===== src/rtl/wpar_ctl_pipe.sv =====
module wpar_ctl_pipe #(
  parameter int LANES = 2
) (
  input  logic             clk,
  input  logic             rst_n,
  input  logic             hold,
  input  logic             flow_thru,
  input  logic             cmd_wr,
  input  logic [LANES-1:0] cmd_be,
  output logic             cap_vld,
  output logic [LANES-1:0] cap_be
);
  logic             s1_vld, s2_vld;
  logic [LANES-1:0] s1_be, s2_be;

  always_ff @(posedge clk or negedge rst_n) begin
    if (!rst_n) begin
      s1_vld <= 1'b0;
      s1_be  <= '0;
      s2_vld <= 1'b0;
      s2_be  <= '0;
    end else if (!hold) begin
      s1_vld <= cmd_wr;
      s1_be  <= cmd_be;
      s2_vld <= s1_vld;
      s2_be  <= s1_be;
    end
  end

  // Capture stage: one edge late in flow-through, two in pipelined.
  assign cap_vld = flow_thru ? s1_vld : s2_vld;
  assign cap_be  = flow_thru ? s1_be  : s2_be;

  // a stall edge leaves every stage untouched
  a_r9_hold_frozen: assert property (@(posedge clk) disable iff (!rst_n)
    hold |=> ($stable(s1_vld) && $stable(s2_vld) && $stable(s1_be) && $stable(s2_be)));
  // the second stage takes the first stage's previous content
  a_r2_stage_shift: assert property (@(posedge clk) disable iff (!rst_n)
    !hold |=> (s2_vld == $past(s1_vld) && s2_be == $past(s1_be)));
endmodule


===== config.mk =====
export PLATFORM = sky130hd
export DESIGN_NAME = wpar_ctl_pipe
export DESIGN_NICKNAME = d
export VERILOG_FILES = /design/src/rtl/wpar_ctl_pipe.sv
export SDC_FILE = /design/constraint.sdc
export NUM_CORES = 1
export LEC_CHECK = 0
export ABC_AREA = 1
export BUFFER_PORTS_ARGS = -buffer_cell sky130_fd_sc_hd__clkbuf_2
export CAP_MARGIN = 25
export CORE_AREA = 2 2 39 41
export DETAILED_ROUTE_END_ITERATION = 6
export DIE_AREA = 0 0 41 43
export GPL_TIMING_DRIVEN = 1
export HOLD_SLACK_MARGIN = 0.05
export PLACE_DENSITY = 0.48
export SYNTH_ARGS = -nofsm -noshare
export SYNTH_HDL_FRONTEND = slang
export SYNTH_SLANG_ARGS = --single-unit

===== constraint.sdc =====
create_clock -name clk -period 1 [get_ports clk]
set_clock_uncertainty 0.2 [all_clocks]
set_input_delay 0.25 -clock clk [delete_from_list [all_inputs] [get_ports clk]]
set_output_delay 0.25 -clock clk [all_outputs]
set_load 0.05 [all_outputs]

# Yosys cells after proc, flatten, opt, wreduce, memory -nomap -nowiden
# Index checks and enable logic that the tools add are counted.
# op_classes
n_mux	2
# op_table
op	count
$mux 2	1
$mux 1	1
# word_totals
input_bits	7
output_inout_bits	3
elab_cells	6
regBits	6

# Logic depth before layout (Yosys ltp)
# depth
ltp_word	1
ltp_mapped	3
mapped_depth_nobuf	3

# Worst setup path after synthesis
# No wires, ideal clock.
# synth_timing
path_kind	register -> output
from	reg s1_vld
to	out cap_vld
stages_incl_launch_ff	3
setup_slack_ps	-178
t_arrival_ps	728
path_buffers	0
t_required_ps	550
cell_sequence	dfrtp_1 > nand2_1 > nand2_1
# synth_via
elab_chain_cells	1
# synth_lines
element	line	source
start: declaration	13	logic s1_vld, s2_vld;
start signal: assignment	23	s1_vld <= cmd_wr;
$mux 1	31	assign cap_vld = flow_thru ? s1_vld : s2_vld;
end: declaration	10	output logic cap_vld,
# Every way passes these cells.

# Worst setup path in the final report
# layout_timing
from	reg s2_be[0]
to	out cap_be[0]
# layout_via
elab_chain_cells	1
# layout_lines
element	line	source
start: declaration	14	logic [LANES-1:0] s1_be, s2_be;
start signal: assignment	21	s2_be <= '0;
start signal: assignment	26	s2_be <= s1_be;
$mux 2	32	assign cap_be = flow_thru ? s1_be : s2_be;
end: declaration	11	output logic [LANES-1:0] cap_be
# Every way passes these cells.

==> out/summary.txt <==
Status -> finished with violations
Failing checks -> negative setup slack
CP peak stage delay -> 0.39 ns
Sequential fraction of the synthesis area -> 57.97%
Power Dens Cells -> 1495 nW/um2
Crit-path max FO -> 2
Die height -> 43 um
Crit path time final -> 1.378 ns
Layout area overhead -> 91.30%
Hold path endpoint -> s1_vld
Cell accounting for the most synthesized area -> dfrtp_1
Post-DR wirelength/cell -> 8.686 um
Num ports -> 10
R2R Setup Slk -> 0.05 ns
Met3 Track Usage GR -> 6.283%
CTS buffer count -> 3
Largest net degree at the start of global routing -> 8
Vias/cell -> 3.857
Die area -> 1763 um2
Startpoint types -> flip-flop
Final hold violations -> 0
Max Clock Freq -> 0.7258 GHz
Die span in x -> 41 um
Placeable Area -> 1384 um2
Synth Net Count -> 42
Library cells used by synthesis -> 4
CP delay by family, top -> flip-flops
Clk slew on worst S/H paths -> 0.04 ns
Syn Inst Count -> 35
Syn avg cell area -> 7.400 um2
Hold path start -> cmd_wr
Pre-CTS setup slack -> -0.3248 ns
Htree depth -> 1
Util after Layout -> 35.80%
Dpl hpwl -> 429 um
Post-CTS Hold Buffers -> 1
IO buf count -> 9
Initial antenna violation count -> 0
First-pass GRT wire length -> 1007 um
Global Route met1 Usage -> 9.868%
RSZ-0062 raised after global routing -> true
Worst path bufs/invs -> 1
Drt pass-1 iters -> 2
Rel. slew slack -> 89.58%
Vias -> 270
Number of max-cap violations -> 0
Worst-Margin Slew -> 0.1563 ns
Post-synthesis async set-or-reset flop share -> 100.0%
Most frequent cell after synthesis -> nand2_1
TritonCTS clock tree -> built
Starting DRT DRC Count -> 2
CTS root buf -> clkbuf_4
GRT Max-Usage Layer -> met2
Max Root-Sink Buffers -> 2
Vias in the first global route -> 268
Largest vdd supply drop -> 521.7 uV
Max Transition Viols Final -> 0
DRT antenna net count -> 0
Area contributors post-synth -> dfrtp_1 (58%), nand2_1 (39%), inv_1 (1.4%), inv_2 (1.4%)
Synth Cell Area -> 259.0 um2
Pleak -> 0.2713 nW
Clock sink total -> 6
Worst-path cell chain -> nand2_2 > nand2_4 > clkbuf_16
DRC -> 0
# nets final -> 63
GRT Overall Usage -> 9.201%
Ant diodes -> 0
Setup ws final -> -0.3778 ns
Worst Path Required -> 0.55 ns
Crit share post-route -> 137.8%
Post-synth EDFFs -> 0
Synth top cells by count -> nand2_1 (27), dfrtp_1 (6), inv_1 (1), inv_2 (1)
Setup TNS -> -1.099 ns
Share of cells above drive strength 1 -> 55.56%
Tot Pwr -> 0.7410 mW
Global route total overflow -> 0
Top FF cell, synth -> dfrtp_1
Starting Density -> 18.72%
Met2 Resource Use GR -> 13.44%
Worst skew pair latency -> 0.24 ns
Setup Viol. Count Final -> 3
Final wirelength -> 608 um
Top-area cell type share of the netlist area -> 57.97%
R2R depth -> 3
Reg-to-reg critical path endpoint -> s1_vld
YS warnings -> 0
Crit end category -> output pin
Worst min-delay path category -> in2reg
Launch point of the worst reg-to-reg path -> s1_vld
Placer Congestion -> 0.7084
FP Rows -> 14
Seq cells post-synth -> 6
Hold Crit Depth -> 3
WS Path Type -> reg2out
Worst path slowest cell -> dfrtp_1
CP Data Arrival Time -> 0.93 ns
placed cells by master, fill, tap and decap left out, drive strengths merged:
cell type	count
inv	2
clkbuf	11
nand2	27
dlygate4sd3	1
dfrtp	6
buf	7
kinds of logic after synthesis:
family / synth area share, %
buffers and inverters: 2.896
and+or+nand+nor: 39.13
DFF: 57.97
worst max path at each step:
stage | from | cells after the start | slack, ns | end
after global placement | flow_thru | 5 | -0.31 | cap_be[0]
after CTS | s2_be[0] | 3 | -0.38 | cap_be[0]
final | s2_be[0] | 3 | -0.38 | cap_be[0]
after floorplan | s1_be[0] | 2 | -0.01 | cap_be[0]
after global routing | s2_be[0] | 3 | -0.41 | cap_be[0]
after detailed placement | flow_thru | 5 | -0.32 | cap_be[0]
final cells by class:
cell class	instances	area, um2
fillers	152	888.4
repair buffers	16	153.9
flip-flops and latches	6	150.1
multi-input cells	27	141.4
clock buffers	3	22.52
well taps	16	20.02
inverters	2	7.507
per-layer routing:
layer	vias up	part of all wire (%)	routed length, um
li1	142	-	-
met1	119	44	269
met2	9	49	296
met3	0	6.9	42
met4	0	0	0
met5	-	0	0
worst min-delay path: cells and delay by family:
family,cells,cell delay (ns)
and+or+nand+nor,2,0.08
buffers and inverters,1,0.07
power by group:
group          total (mW)  switching (mW)  internal, mW
logic               0.239           0.118         0.121
registers           0.287          0.0184         0.268
clock network       0.216          0.0803         0.135
through the flow:
stage | hold WS [ns] | instances | cell area [um2]
floorplan | -0.2456 | 35 | 296.5
global placement | -0.1113 | 64 | 391.6
detailed placement | -0.1151 | 64 | 391.6
CTS | 0.004143 | 70 | 491.7
global route | 0.005559 | 70 | 495.5
finish | 0.007170 | 70 | 495.5
sequential cells by signal (all words and copies together) (netlist names):
name / cells
s1_be: 2
s1_vld: 1
s2_be: 2
s2_vld: 1
repair_timing:
| action | in CTS | in global routing |
|---|---|---|
| pin swaps | 4 | 2 |
| gates resized for setup | 9 | 3 |
| hold endpoints to repair | 9 | 3 |
| buffers inserted | 2 | 2 |
| setup endpoints to repair | 3 | 4 |
No activity file was read; power rests on OpenSTA's default activity.
